`config.mk`:
```
export PLATFORM = sky130hd
export DESIGN_NAME = wh_switch
export DESIGN_NICKNAME = d
export VERILOG_FILES = /design/src/rtl/wh_pkg.sv /design/src/rtl/wh_in_fifo.sv /design/src/rtl/wh_rr_arb.sv /design/src/rtl/wh_out_port.sv /design/src/rtl/wh_switch.sv
export SDC_FILE = /design/constraint.sdc
export NUM_CORES = 1
export LEC_CHECK = 0
export BUFFER_PORTS_ARGS = -buffer_cell sky130_fd_sc_hd__buf_2
export CAP_MARGIN = 20
export CORE_ASPECT_RATIO = 1.75
export CORE_MARGIN = 2
export CORE_UTILIZATION = 50
export CTS_BUF_LIST = sky130_fd_sc_hd__clkbuf_4 sky130_fd_sc_hd__clkbuf_8
export CTS_CLUSTER_DIAMETER = 120
export DETAILED_ROUTE_END_ITERATION = 12
export PLACE_DENSITY_LB_ADDON = 0.25
export SLEW_MARGIN = 30
export SYNTH_ARGS = -nofsm -noshare
export SYNTH_HDL_FRONTEND = slang
export SYNTH_SLANG_ARGS = --single-unit
export TNS_END_PERCENT = 10
```
`constraint.sdc`:
```
create_clock -name clk -period 3.35 [get_ports clk]
set_input_delay 0.67 -clock clk [delete_from_list [all_inputs] [get_ports clk]]
set_output_delay 0.67 -clock clk [all_outputs]
set_load 0.005 [all_outputs]
```
`src/rtl/wh_pkg.sv`:
```
package wh_pkg;

    typedef enum logic [1:0] {
        FT_BODY = 2'b00,
        FT_HEAD = 2'b01,
        FT_TAIL = 2'b10,
        FT_SOLO = 2'b11
    } flit_kind_e;

    // bit 0 of the kind marks a packet opener, bit 1 a packet closer
    function automatic logic kind_opens(input logic [1:0] kind);
        return kind[0];
    endfunction

    function automatic logic kind_closes(input logic [1:0] kind);
        return kind[1];
    endfunction

endpackage

```
`src/rtl/wh_in_fifo.sv`:
```
module wh_in_fifo #(
    parameter int FW    = 18,
    parameter int DEPTH = 2
) (
    input  logic          clk,
    input  logic          rst,
    input  logic          push,
    input  logic [FW-1:0] push_data,
    output logic          full,
    input  logic          pop,
    output logic          front_valid,
    output logic [FW-1:0] front_data
);
    localparam int AW = (DEPTH > 1) ? $clog2(DEPTH) : 1;
    localparam int CW = $clog2(DEPTH + 1);

    logic [FW-1:0] slots [DEPTH];
    logic [AW-1:0] rd_ptr, wr_ptr;
    logic [CW-1:0] count;
    logic          push_ok, pop_ok;

    function automatic logic [AW-1:0] bump(input logic [AW-1:0] p);
        return (p == AW'(DEPTH - 1)) ? '0 : p + AW'(1);
    endfunction

    assign full        = (count == CW'(DEPTH));
    assign front_valid = (count != '0);
    assign front_data  = slots[rd_ptr];
    assign push_ok     = push && !full;
    assign pop_ok      = pop && front_valid;

    always_ff @(posedge clk) begin
        if (rst) begin
            rd_ptr <= '0;
            wr_ptr <= '0;
            count  <= '0;
        end else begin
            if (push_ok) wr_ptr <= bump(wr_ptr);
            if (pop_ok)  rd_ptr <= bump(rd_ptr);
            count <= count + CW'(push_ok) - CW'(pop_ok);
        end
    end

    always_ff @(posedge clk) begin
        if (push_ok) slots[wr_ptr] <= push_data;
    end

    // the switch only removes a flit that is actually present
    a_r6_pop_has_data: assert property (@(posedge clk) disable iff (rst)
        pop |-> front_valid)
        else $error("pop on empty input FIFO");

    // occupancy never exceeds the storage
    a_r6_no_overflow: assert property (@(posedge clk) disable iff (rst)
        count <= CW'(DEPTH))
        else $error("input FIFO overflow");

endmodule

```
`src/rtl/wh_rr_arb.sv`:
```
module wh_rr_arb #(
    parameter int N = 4
) (
    input  logic                 clk,
    input  logic                 rst,
    input  logic [N-1:0]         req,
    input  logic                 advance,
    output logic                 found,
    output logic [$clog2(N)-1:0] gnt_idx
);
    localparam int IW = $clog2(N);

    logic [IW-1:0] ptr;

    always_comb begin
        found   = 1'b0;
        gnt_idx = '0;
        for (int k = 0; k < N; k++) begin
            int c;
            c = int'(ptr) + k;
            if (c >= N) c = c - N;
            if (!found && req[c]) begin
                found   = 1'b1;
                gnt_idx = IW'(c);
            end
        end
    end

    always_ff @(posedge clk) begin
        if (rst) begin
            ptr <= '0;
        end else if (advance && found) begin
            ptr <= (gnt_idx == IW'(N - 1)) ? '0 : gnt_idx + IW'(1);
        end
    end

    // the winner is always one of the requesters
    a_r5_grant_requested: assert property (@(posedge clk) disable iff (rst)
        found |-> req[gnt_idx])
        else $error("grant to a non-requesting input");

    // any request produces a winner
    a_r5_no_lost_request: assert property (@(posedge clk) disable iff (rst)
        (|req) |-> found)
        else $error("requests present but no winner");

endmodule

```
`src/rtl/wh_out_port.sv`:
```
module wh_out_port
    import wh_pkg::*;
#(
    parameter int P  = 4,
    parameter int FW = 18
) (
    input  logic                      clk,
    input  logic                      rst,
    input  logic [P-1:0]              head_req,
    input  logic [P-1:0]              front_valid,
    input  logic [P-1:0][FW-1:0]      front_flit,
    input  logic                      out_ready,
    output logic                      out_valid,
    output logic [FW-1:0]             out_flit,
    output logic                      fire,
    output logic [$clog2(P)-1:0]      conn_idx,
    output logic                      locked,
    output logic [$clog2(P)-1:0]      owner
);
    localparam int PW = $clog2(P);

    logic          arb_found;
    logic [PW-1:0] arb_idx;
    logic          grant_now;
    logic          conn_valid;
    logic          closing;

    wh_rr_arb #(.N(P)) u_arb (
        .clk     (clk),
        .rst     (rst),
        .req     (locked ? '0 : head_req),
        .advance (grant_now),
        .found   (arb_found),
        .gnt_idx (arb_idx)
    );

    // a free output grants and passes the opener through in the same cycle
    assign grant_now  = !locked && arb_found;
    assign conn_valid = locked || arb_found;
    assign conn_idx   = locked ? owner : arb_idx;
    assign out_valid  = conn_valid && front_valid[conn_idx];
    assign out_flit   = front_flit[conn_idx];
    assign fire       = out_valid && out_ready;
    assign closing    = fire && kind_closes(out_flit[FW-1:FW-2]);

    always_ff @(posedge clk) begin
        if (rst) begin
            locked <= 1'b0;
            owner  <= '0;
        end else if (closing) begin
            locked <= 1'b0;
        end else if (grant_now) begin
            locked <= 1'b1;
            owner  <= arb_idx;
        end
    end

    // an offered flit is held until taken
    a_r6_hold_offer: assert property (@(posedge clk) disable iff (rst)
        (out_valid && !out_ready) |=> (out_valid && $stable(out_flit)))
        else $error("offered flit withdrawn or changed");

    // a held output keeps its owner until the closer is accepted
    a_r3_keep_owner: assert property (@(posedge clk) disable iff (rst)
        (locked && !closing) |=> (locked && $stable(owner)))
        else $error("output lost its owner mid-packet");

    // acceptance of a closer frees the output
    a_r4_release_on_close: assert property (@(posedge clk) disable iff (rst)
        closing |=> !locked)
        else $error("output not released after closer");

endmodule

```
`src/rtl/wh_switch.sv`:
```
module wh_switch
    import wh_pkg::*;
#(
    parameter int P     = 4,
    parameter int DW    = 16,
    parameter int DEPTH = 2
) (
    input  logic                  clk,
    input  logic                  rst,
    input  logic [P-1:0]          in_valid,
    input  logic [P*(DW+2)-1:0]   in_flit,
    output logic [P-1:0]          in_ready,
    output logic [P-1:0]          out_valid,
    output logic [P*(DW+2)-1:0]   out_flit,
    input  logic [P-1:0]          out_ready,
    output logic [P-1:0]          err_drop
);
    localparam int FW = DW + 2;
    localparam int PW = $clog2(P);

    logic [P-1:0][FW-1:0] front_flit;
    logic [P-1:0]         front_valid;
    logic [P-1:0]         fifo_full;
    logic [P-1:0]         pop;
    logic [P-1:0]         bound;
    logic [P-1:0]         stray;
    logic [P-1:0]         served;
    logic [P-1:0][P-1:0]  req_to;    // [output][input]
    logic [P-1:0][P-1:0]  lock_of;   // [input][output]

    logic [P-1:0]          port_fire;
    logic [P-1:0]          port_locked;
    logic [P-1:0][PW-1:0]  port_conn;
    logic [P-1:0][PW-1:0]  port_owner;

    // input side: one shallow FIFO per port
    for (genvar i = 0; i < P; i++) begin : g_in
        wh_in_fifo #(.FW(FW), .DEPTH(DEPTH)) u_fifo (
            .clk         (clk),
            .rst         (rst),
            .push        (in_valid[i]),
            .push_data   (in_flit[i*FW +: FW]),
            .full        (fifo_full[i]),
            .pop         (pop[i]),
            .front_valid (front_valid[i]),
            .front_data  (front_flit[i])
        );
        assign in_ready[i] = !fifo_full[i];
    end

    // which inputs currently own an output
    always_comb begin
        for (int i = 0; i < P; i++) begin
            for (int o = 0; o < P; o++) begin
                lock_of[i][o] = port_locked[o] && (port_owner[o] == PW'(i));
            end
            bound[i] = |lock_of[i];
        end
    end

    // opener requests and stray detection at each FIFO front
    always_comb begin
        for (int i = 0; i < P; i++) begin
            logic [1:0] kind;
            kind     = front_flit[i][FW-1:FW-2];
            stray[i] = front_valid[i] && !bound[i] && !kind_opens(kind);
            for (int o = 0; o < P; o++) begin
                req_to[o][i] = front_valid[i] && !bound[i] && kind_opens(kind)
                               && (front_flit[i][PW-1:0] == PW'(o));
            end
        end
    end

    // output side: one lock and arbiter per port
    for (genvar o = 0; o < P; o++) begin : g_out
        wh_out_port #(.P(P), .FW(FW)) u_port (
            .clk         (clk),
            .rst         (rst),
            .head_req    (req_to[o]),
            .front_valid (front_valid),
            .front_flit  (front_flit),
            .out_ready   (out_ready[o]),
            .out_valid   (out_valid[o]),
            .out_flit    (out_flit[o*FW +: FW]),
            .fire        (port_fire[o]),
            .conn_idx    (port_conn[o]),
            .locked      (port_locked[o]),
            .owner       (port_owner[o])
        );
    end

    always_comb begin
        for (int i = 0; i < P; i++) begin
            served[i] = 1'b0;
            for (int o = 0; o < P; o++) begin
                if (port_fire[o] && (port_conn[o] == PW'(i))) served[i] = 1'b1;
            end
        end
    end

    assign pop      = served | stray;
    assign err_drop = stray;

    for (genvar i = 0; i < P; i++) begin : g_chk
        // an input holds at most one output at a time
        a_r3_one_lock_per_input: assert property (@(posedge clk) disable iff (rst)
            $countones(lock_of[i]) <= 1)
            else $error("input holds several outputs");

        // a discarded flit never leaves on any output
        a_r7_stray_not_forwarded: assert property (@(posedge clk) disable iff (rst)
            err_drop[i] |-> !served[i])
            else $error("stray flit forwarded");
    end

endmodule

```
==> results of run 1 <==
layout make-up:
| cell class | instances | area [um2] |
|---|---|---|
| Sequential cell | 184 | 5150 |
| Timing Repair Buffer | 397 | 2990 |
| Inverter | 28 | 109 |
| Tap cell | 248 | 310 |
| Clock buffer | 17 | 234 |
| Multi-Input combinational cell | 747 | 5510 |
| Antenna cell | 1 | 2.50 |
| Clock inverter | 15 | 190 |
| Fill cell | 1473 | 5790 |
cell usage after synthesis (all sizes together) (3+ instances only):
master	n	area, um2
edfxtp	144	4320
nand2	132	495
o21ai	102	514
nor2	77	289
a21oi	50	250
mux2i	47	470
mux2	45	507
clkbuf	41	154
dfxtp	40	801
o211ai	37	278
inv	28	105
buf	21	105
nand3	17	85.1
a221o	16	160
nor3	16	85.1
o22ai	14	87.6
nor4	12	87.6
and3	11	68.8
nor2b	11	68.8
nand2b	9	56.3
nand3b	9	67.6
o221ai	9	85.1
or4	9	75.1
ha	8	100
nand4	8	50.1
nor3b	8	70.1
xor2	8	70.1
a211oi	7	57.6
a22oi	7	52.6
o31ai	6	58.8
xnor2	6	52.6
a21o	5	37.5
and2	5	31.3
and3b	5	43.8
or3	5	31.3
or2	4	25.0
a21boi	3	22.5
a31o	3	26.3
a31oi	3	18.8
o221a	3	33.8
state kept, by name, indices dropped and copies added, names as in the netlist, named ones only:
| signal | cells |
|---|---|
| g_in.u_fifo.slots | 144 |
| g_in.u_fifo.count | 8 |
| g_out.u_port.owner | 8 |
| g_out.u_port.u_arb.ptr | 8 |
| g_in.u_fifo.rd_ptr | 4 |
| g_in.u_fifo.wr_ptr | 4 |
| g_out.u_port.locked | 4 |
worst max path at each step:
stage	from	end	slack (ps)	cells past startpoint
after floorplan	g_out[1].u_port.owner[1]	g_in[2].u_fifo.count[1]	-120	15
after global placement	g_out[0].u_port.owner[1]	g_in[2].u_fifo.count[1]	-470	17
after detailed placement	g_out[0].u_port.owner[1]	g_in[2].u_fifo.count[1]	-550	17
after CTS	g_out[1].u_port.locked	out_flit[8]	-630	13
after global routing	g_out[3].u_port.locked	out_flit[0]	-830	12
final	g_out[3].u_port.locked	out_flit[0]	-690	12
stage by stage:
step | hold WS [ps] | total power [mW] | cell area [um2]
after floorplan | 482 | 6.62 | 10400
after global placement | 510 | 9.54 | 12700
after detailed placement | 521 | 9.60 | 12700
after CTS | 331 | 12.0 | 14100
after global routing | 334 | 13.2 | 14500
final | 354 | 12.6 | 14500
repair_timing:
item	in CTS	in global routing
pin swaps	40	35
cloned	9	3
buffers inserted	30	7
resized for setup	160	78
setup endpoints to repair	95	97
kinds of logic after synthesis:
logic type      after synthesis  synth area share
simple gates                345             0.166
compound gates              286             0.182
mux                          94            0.0990
buf+inv                      90            0.0353
xor+xnor                     14            0.0119
flops                       184             0.496
fa+ha+maj                     8           0.00969
power breakdown:
group	leakage [nW]	switching [mW]	internal [mW]
sequential	1.68	0.255	2.92
combinational	3.81	4.23	3.63
clock	0.213	0.937	0.642
worst max-delay path, cell delays in order, from the launching register on:
cell and delay [ps]:
dfxtp_2 350, nor3b_4 150, or4_4 570, nor4b_4 370, buf_4 210, a221oi_4 70
o21ai_2 190, buf_6 160, nand2_8 90, buf_8 180, mux2i_1 190, o221ai_2 150
buf_2 180
routing by layer:
layer,vias to the layer above,global-route usage,part of all wire
li1,4593,-,-
met1,4680,0.364,0.34
met2,556,0.579,0.50
met3,183,0.0638,0.070
met4,0,0.248,0.087
met5,-,0,0
==> out/results.tsv, run 1 <==
stage	metric	value	unit
synth	Syn Nets	1111	
timing	Max Slew Vio Count	0	
synth	top_reg_cell synth	edfxtp_1	
grt	total gr overflow	0	
detailed_routing	Routed WL	38000	um
cts	clock insertion delay at the later pin of the skew report	490	ps
critical_path	r2r setup slk	-660	ps
timing	Fin Setup TNS	-44840	ps
hold_path	WHS Endpoint	g_in[1].u_fifo.slots[0][7]	
timing	Setup Viol. Count Final	90	
grt	initial antenna violation count	1	
critical_path	Max FO, Critical Path	6	
synth	EDFF count, synth	144	
detailed_routing	ANT nets after route	0	
floorplan	chip height	194	um
synth	mapped cell area	0.0103	mm2
run_status	status	complete, but fails checks	
cts	CTS root buf	clkbuf_8	
cells_and_area	Final Net Count	1465	
floorplan	die area	0.0219	mm2
cts	Hold-fix buffers, CTS	0	
hold_path	Hold Startpoint	in_flit[25]	
power_and_ir_drop	LEAKAGE	5.70	nW
power_and_ir_drop	Peak VDD IR	0.560	mV
hold_path	worst hold-check path type	in2reg	
place	GP Congestion	1.05	
cts	clock transition at the registers of the reported paths	110	ps
timing	final worst setup slack	-687	ps
cells_and_area	Final Util	0.715	
floorplan	Core Rows	69	
cts	clock sinks	184	
timing	clock skew	14.5	ps
cells_and_area	most common cell after layout, fill and taps aside	buf_4	
cells_and_area	share of cells above drive strength 1	0.442	
synth	synth unique cells	77	
power_and_ir_drop	Power Dens Cells	870	mW/mm2
synth	syn avg cell area	10.1	um2
critical_path	Worst Path Required	2680	ps
critical_path	CP Capture Type	output pin	
grt	largest net degree at the start of global routing	32	
detailed_routing	initial DRC count	966	
timing	FMAX	248	MHz
grt	total track usage	0.337	
cts	CTS tree	done	
detailed_routing	wire per inst	23.2	um
cts	H-tree Lvls	4	
place	PortBufs	165	
floorplan	Placeable Area	0.0203	mm2
detailed_routing	vias per cell	6.12	
place	Inst Count DP	1556	
cells_and_area	P&R area growth vs syn	40.4	%
synth	cell count after synthesis	1021	
critical_path	reg-to-reg startpoint	g_out[3].u_port.locked	
synth	Synth async-reset ratio	0	
timing	Fin. Hold Viols	0	
detailed_routing	DR vias	10000	
synth	sequential area share after synthesis	0.496	
place	HPWL Detailed	27500	um
critical_path	Worst R2R End	g_in[1].u_fifo.count[1]	
timing	Rel. slew slack	0.387	
cells_and_area	most frequent cells in the layout	182 x buf_4, 166 x buf_2, 144 x edfxtp_1	
critical_path	nature of the critical path startpoint	flip-flop	
run_status	failing checks	setup timing	
detailed_routing	drc violations	0	
critical_path	Arr. time, crit path	3370	ps
place	pre-CTS setup slack	-554	ps
timing	Final Cycle Share	1.21	
hold_path	WHS Path Cells	1	
detailed_routing	drt pass-1 iters	8	
run	maxcap violations	0	
floorplan	# IOs	166	
floorplan	Initial Util	0.509	
cts	Max clock buf depth	2	
floorplan	chip width	113	um
cts	CTS Buf Count	17	
synth	synthesized flop and latch total	184	
grt	vias in the first global route	9855	
synth	Synth Warn #	0	
timing	worst slew pin tran	912	ps
grt	first-pass GRT wire length	55300	um
cells_and_area	Final Non-Filler Cells	1637	
timing	RSZ-0062 raised after global routing	yes	
critical_path	Setup CP Type	reg2out	
timing	Tmin final	4040	ps
critical_path	worst reg-to-reg path cell count	17	
No activity file was read; power rests on OpenSTA's default activity.
==> inputs of run 2 (changes only) <==
--- a/config.mk
+++ b/config.mk
@@ -6,7 +6,6 @@
 export NUM_CORES = 1
 export LEC_CHECK = 0
 export BUFFER_PORTS_ARGS = -buffer_cell sky130_fd_sc_hd__buf_2
-export CAP_MARGIN = 20
 export CORE_ASPECT_RATIO = 1.75
 export CORE_MARGIN = 2
 export CORE_UTILIZATION = 50
@@ -17,5 +16,6 @@
 export SLEW_MARGIN = 30
 export SYNTH_ARGS = -nofsm -noshare
 export SYNTH_HDL_FRONTEND = slang
+export SYNTH_HIERARCHICAL = 1
 export SYNTH_SLANG_ARGS = --single-unit
 export TNS_END_PERCENT = 10
==> run 2 against run 1 <==
The flow still finishes with violations (setup timing). Sequential cell count unchanged. Clock skew increased by 9.4 ps. Utilization increased by 1.8 points. Combinational power increased by 20%. First-iteration DRC count increased by 23%. Die area increased by 3.0%. Worst hold slack got worse by 1.7 ps. Global-route usage decreased by 0.41 points. Cell area increased by 5.8%. Critical endpoint is now out_flit[28].
==> out/results.tsv, run 2 <==
stage	metric	value	unit	change
run_status	status	complete, but fails checks		unchanged
timing	Fin. Hold Viols	0		unchanged
cells_and_area	post-route cell area	0.0153	mm2	was 0.0145 mm2
synth	sequential area share after synthesis	0.482		was 0.496
timing	FMAX	226	MHz	was 248 MHz
critical_path	Arr. time, crit path	3750	ps	was 3370 ps
synth	syn avg cell area	9.45	um2	was 10.1 um2
grt	total gr overflow	0		unchanged
floorplan	Initial Util	0.508		was 0.509
critical_path	CP bufs+invs	7		was 4
synth	leading area contributor after synthesis	edfxtp_1		unchanged
place	GP Congestion	0.966		was 1.05
cells_and_area	Final Net Count	1551		was 1465
place	PortBufs	165		unchanged
power_and_ir_drop	Int Pwr	7.87	mW	was 7.19 mW
cells_and_area	Most flops, register	g_in.u_fifo/slots		was g_in.u_fifo.slots
cts	clock sinks	184		unchanged
critical_path	nature of the critical path startpoint	flip-flop		unchanged
detailed_routing	ANT nets after route	0		unchanged
critical_path	Max FO, Critical Path	6		unchanged
synth	Syn Nets	1216		was 1111
power_and_ir_drop	LEAKAGE	6.18	nW	was 5.70 nW
timing	clock skew	23.8	ps	was 14.5 ps
timing	RSZ-0062 raised after global routing	yes		unchanged
place	Inst Count DP	1644		was 1556
cts	CTS root buf	clkbuf_8		unchanged
grt	largest net degree at the start of global routing	30		was 32
synth	synthesized flop and latch total	184		unchanged
place	dpl cell area	0.0130	mm2	was 0.0127 mm2
power_and_ir_drop	clock share of power	0.107		was 0.125
timing	worst slew pin tran	877	ps	was 912 ps
detailed_routing	wire per inst	22.8	um	was 23.2 um
floorplan	# IOs	166		unchanged
synth	synth unique cells	49		was 77
run_status	failing checks	setup timing		unchanged
place	pre-CTS setup slack	-1220	ps	was -554 ps
cells_and_area	number of flip-flops in the largest register	144		unchanged
critical_path	Critical-path top delay cell	dfxtp_2		was or4_4
timing	Tmin final	4420	ps	was 4040 ps
cells_and_area	Sequential cell area	0.00514	mm2	was 0.00515 mm2
hold_path	Hold Startpoint	in_flit[23]		was in_flit[25]
cts	H-tree Lvls	4		unchanged
synth	cell count after synthesis	1126		was 1021
cells_and_area	multi-input logic area	0.00645	mm2	was 0.00551 mm2
power_and_ir_drop	Sw Share	0.437		was 0.430
grt	total track usage	0.333		was 0.337
timing	final worst setup slack	-1070	ps	was -687 ps
cells_and_area	share of cells above drive strength 1	0.440		was 0.442
cells_and_area	Fill cells	1405		was 1473
cells_and_area	# diodes	0		was 1
floorplan	chip width	114	um	was 113 um
detailed_routing	drc violations	0		unchanged
detailed_routing	Routed WL	39400	um	was 38000 um
detailed_routing	DR vias	10500		was 10000
timing	Final Cycle Share	1.32		was 1.21
critical_path	CP Capture Type	output pin		unchanged
synth	Area contributors post-synth	edfxtp_1 41%, nand2_1 11%, mux2_1 7.6%		was edfxtp_1 42%, dfxtp_1 7.8%, nand2_1 4.8%
floorplan	die area	0.0225	mm2	was 0.0219 mm2
floorplan	chip height	197	um	was 194 um
synth	mapped cell area	0.0106	mm2	was 0.0103 mm2
critical_path	reg-to-reg startpoint	g_out[1].u_port/owner[1]		was g_out[3].u_port.locked
critical_path	Worst Path Required	2680	ps	about the same
place	HPWL Detailed	26500	um	was 27500 um
cts	clock transition at the registers of the reported paths	120	ps	was 110 ps
floorplan	Placeable Area	0.0209	mm2	was 0.0203 mm2
timing	hold_ws	352	ps	was 354 ps
synth	top_reg_cell synth	edfxtp_1		unchanged
timing	Rel. slew slack	0.414		was 0.387
floorplan	Core Rows	70		was 69
synth	area share of the largest cell type after synthesis	0.406		was 0.419
synth	EDFF count, synth	144		unchanged
power_and_ir_drop	Comb pwr share	0.675		was 0.623
timing	Setup Viol. Count Final	102		was 90
synth	most common cell in the netlist	nand2_1		was edfxtp_1
critical_path	CP cell instances	nor3b_1 > nor3_2 > nand3_2 > buf_6 > nor3b_2 > nor2b_4 > buf_6 > or2b_1 > a21oi_2 > a21oi_2 > buf_4 > mux2i_4 > buf_12 > buf_12 > buf_8 > nand2_1 > and3_1 > a31oi_2 > buf_2		was nor3b_4 > or4_4 > nor4b_4 > buf_4 > a221oi_4 > o21ai_2 > buf_6 > nand2_8 > buf_8 > mux2i_1 > o221ai_2 > buf_2
cells_and_area	most common cell after layout, fill and taps aside	nand2_1		was buf_4
detailed_routing	initial DRC count	1185		was 966
power_and_ir_drop	power share of the sequential group	0.218		was 0.252
cells_and_area	most frequent cells in the layout	289 x nand2_1, 163 x buf_2, 144 x edfxtp_1		was 182 x buf_4, 166 x buf_2, 144 x edfxtp_1
hold_path	worst hold-check path type	in2reg		unchanged
timing	Max Slew Vio Count	0		unchanged
grt	first-pass GRT wire length	56000	um	was 55300 um
grt	initial antenna violation count	1		unchanged
grt	vias in the first global route	10400		was 9855
run	maxcap violations	0		unchanged
detailed_routing	drt pass-1 iters	5		was 8
cts	CTS Buf Count	17		unchanged
cells_and_area	Final Non-Filler Cells	1726		was 1637
cts	Max clock buf depth	2		unchanged
cts	CTS tree	done		unchanged
critical_path	Worst setup startpoint	g_out[3].u_port/locked		was g_out[3].u_port.locked
synth	Synth async-reset ratio	0		unchanged
cells_and_area	P&R area growth vs syn	44.1	%	was 40.4%
timing	Fin Setup TNS	-82560	ps	was -44840 ps
power_and_ir_drop	Psw	6.11	mW	was 5.42 mW
cts	clock insertion delay at the later pin of the skew report	510	ps	was 490 ps
power_and_ir_drop	Power Dens Cells	912	mW/mm2	was 870 mW/mm2
synth	Synth Warn #	6		was 0
critical_path	CP delay by family, top	simple AND/OR/NAND/NOR gates		unchanged
power_and_ir_drop	Peak VDD IR	0.446	mV	was 0.560 mV
detailed_routing	vias per cell	6.10		was 6.12
synth	Synth top cells by count	299 x nand2_1, 144 x edfxtp_1, 73 x and3_1, 72 x mux2_1, 68 x a31oi_1		was 144 x edfxtp_1, 132 x nand2_1, 98 x o21ai_0, 77 x nor2_1, 50 x a21oi_1
critical_path	highest cell delay on the worst timing path	360	ps	was 570 ps
critical_path	Setup CP Type	reg2out		unchanged
[run 2: area by class of cell]
type	instances	share of cell area
Clock buffer	18	0.0157
Sequential cell	184	0.335
Timing Repair Buffer	364	0.183
Tap cell	252	0.0206
Inverter	58	0.0157
Clock inverter	14	0.00906
Multi-Input combinational cell	836	0.420
[run 2: kinds of logic after synthesis]
logic type      Yosys count  share of synthesized area
xor+xnor                  8                    0.00658
flops                   184                      0.482
fa+ha+maj                 8                    0.00941
compound gates          174                      0.112
buf+inv                 106                     0.0416
mux                     100                      0.107
simple gates            546                      0.241
[run 2: final timing paths]
path	slack [ps]	cells past startpoint	end
setup / recovery	-1070	19	out_flit[28]
hold reg to reg	510	2	g_in[3].u_fifo/wr_ptr
hold / removal	350	1	g_in[1].u_fifo/slots[1][5]
setup reg to reg	-1030	25	g_in[0].u_fifo/count[1]
[run 2: per-layer routing]
metal  track usage  wire length (um)  vias to the layer above
li1              -                 -                     4695
met1         0.353             13400                     4977
met2         0.574             20000                      654
met3        0.0569              2730                      203
met4         0.266              3320                        2
met5             0                13                        -
[run 2: what timing repair did]
item	in CTS	in global routing
endpoints found under the setup margin	104	104
buffers inserted	46	5
hold buffers	0	0
pin swaps	69	29
cloned	6	2
resized for setup	209	84
[run 2: through the flow]
stage	power, mW	utilization
after detailed placement	10.0	0.620
after global routing	14.6	0.733
after floorplan	7.02	-
after global placement	9.92	0.620
final	14.0	0.733
after CTS	13.1	0.708
[run 2: power groups by stage]
stage                     clock [mW]  combinational (mW)  sequential, mW
after global placement             0                6.87            3.05
after CTS                       1.50                8.58            3.04
after detailed placement           0                6.94            3.07
after global routing            1.59                9.91            3.08
final                           1.50                9.44            3.05
after floorplan                    0                3.95            3.07
[run 2: worst register-to-register path: stages, from the launching register on]
cell and delay, ps:
dfxtp_2 350, nand3b_1 120, o221a_1 240, o2111ai_4 170, nor3b_2 250, nor2b_4 200, inv_2 40, a221o_2 350
a21oi_2 170, buf_4 160, o21ai_1 70, o22a_1 200, o22ai_2 210, nor2b_4 180, and2_4 170, nand2b_4 60
o22ai_1 150, a221oi_2 50, o21ai_1 100, o21a_2 210, ha_4 210, inv_1 80, ha_4 150, xor2_2 190
and2_4 180, nor3_2 30
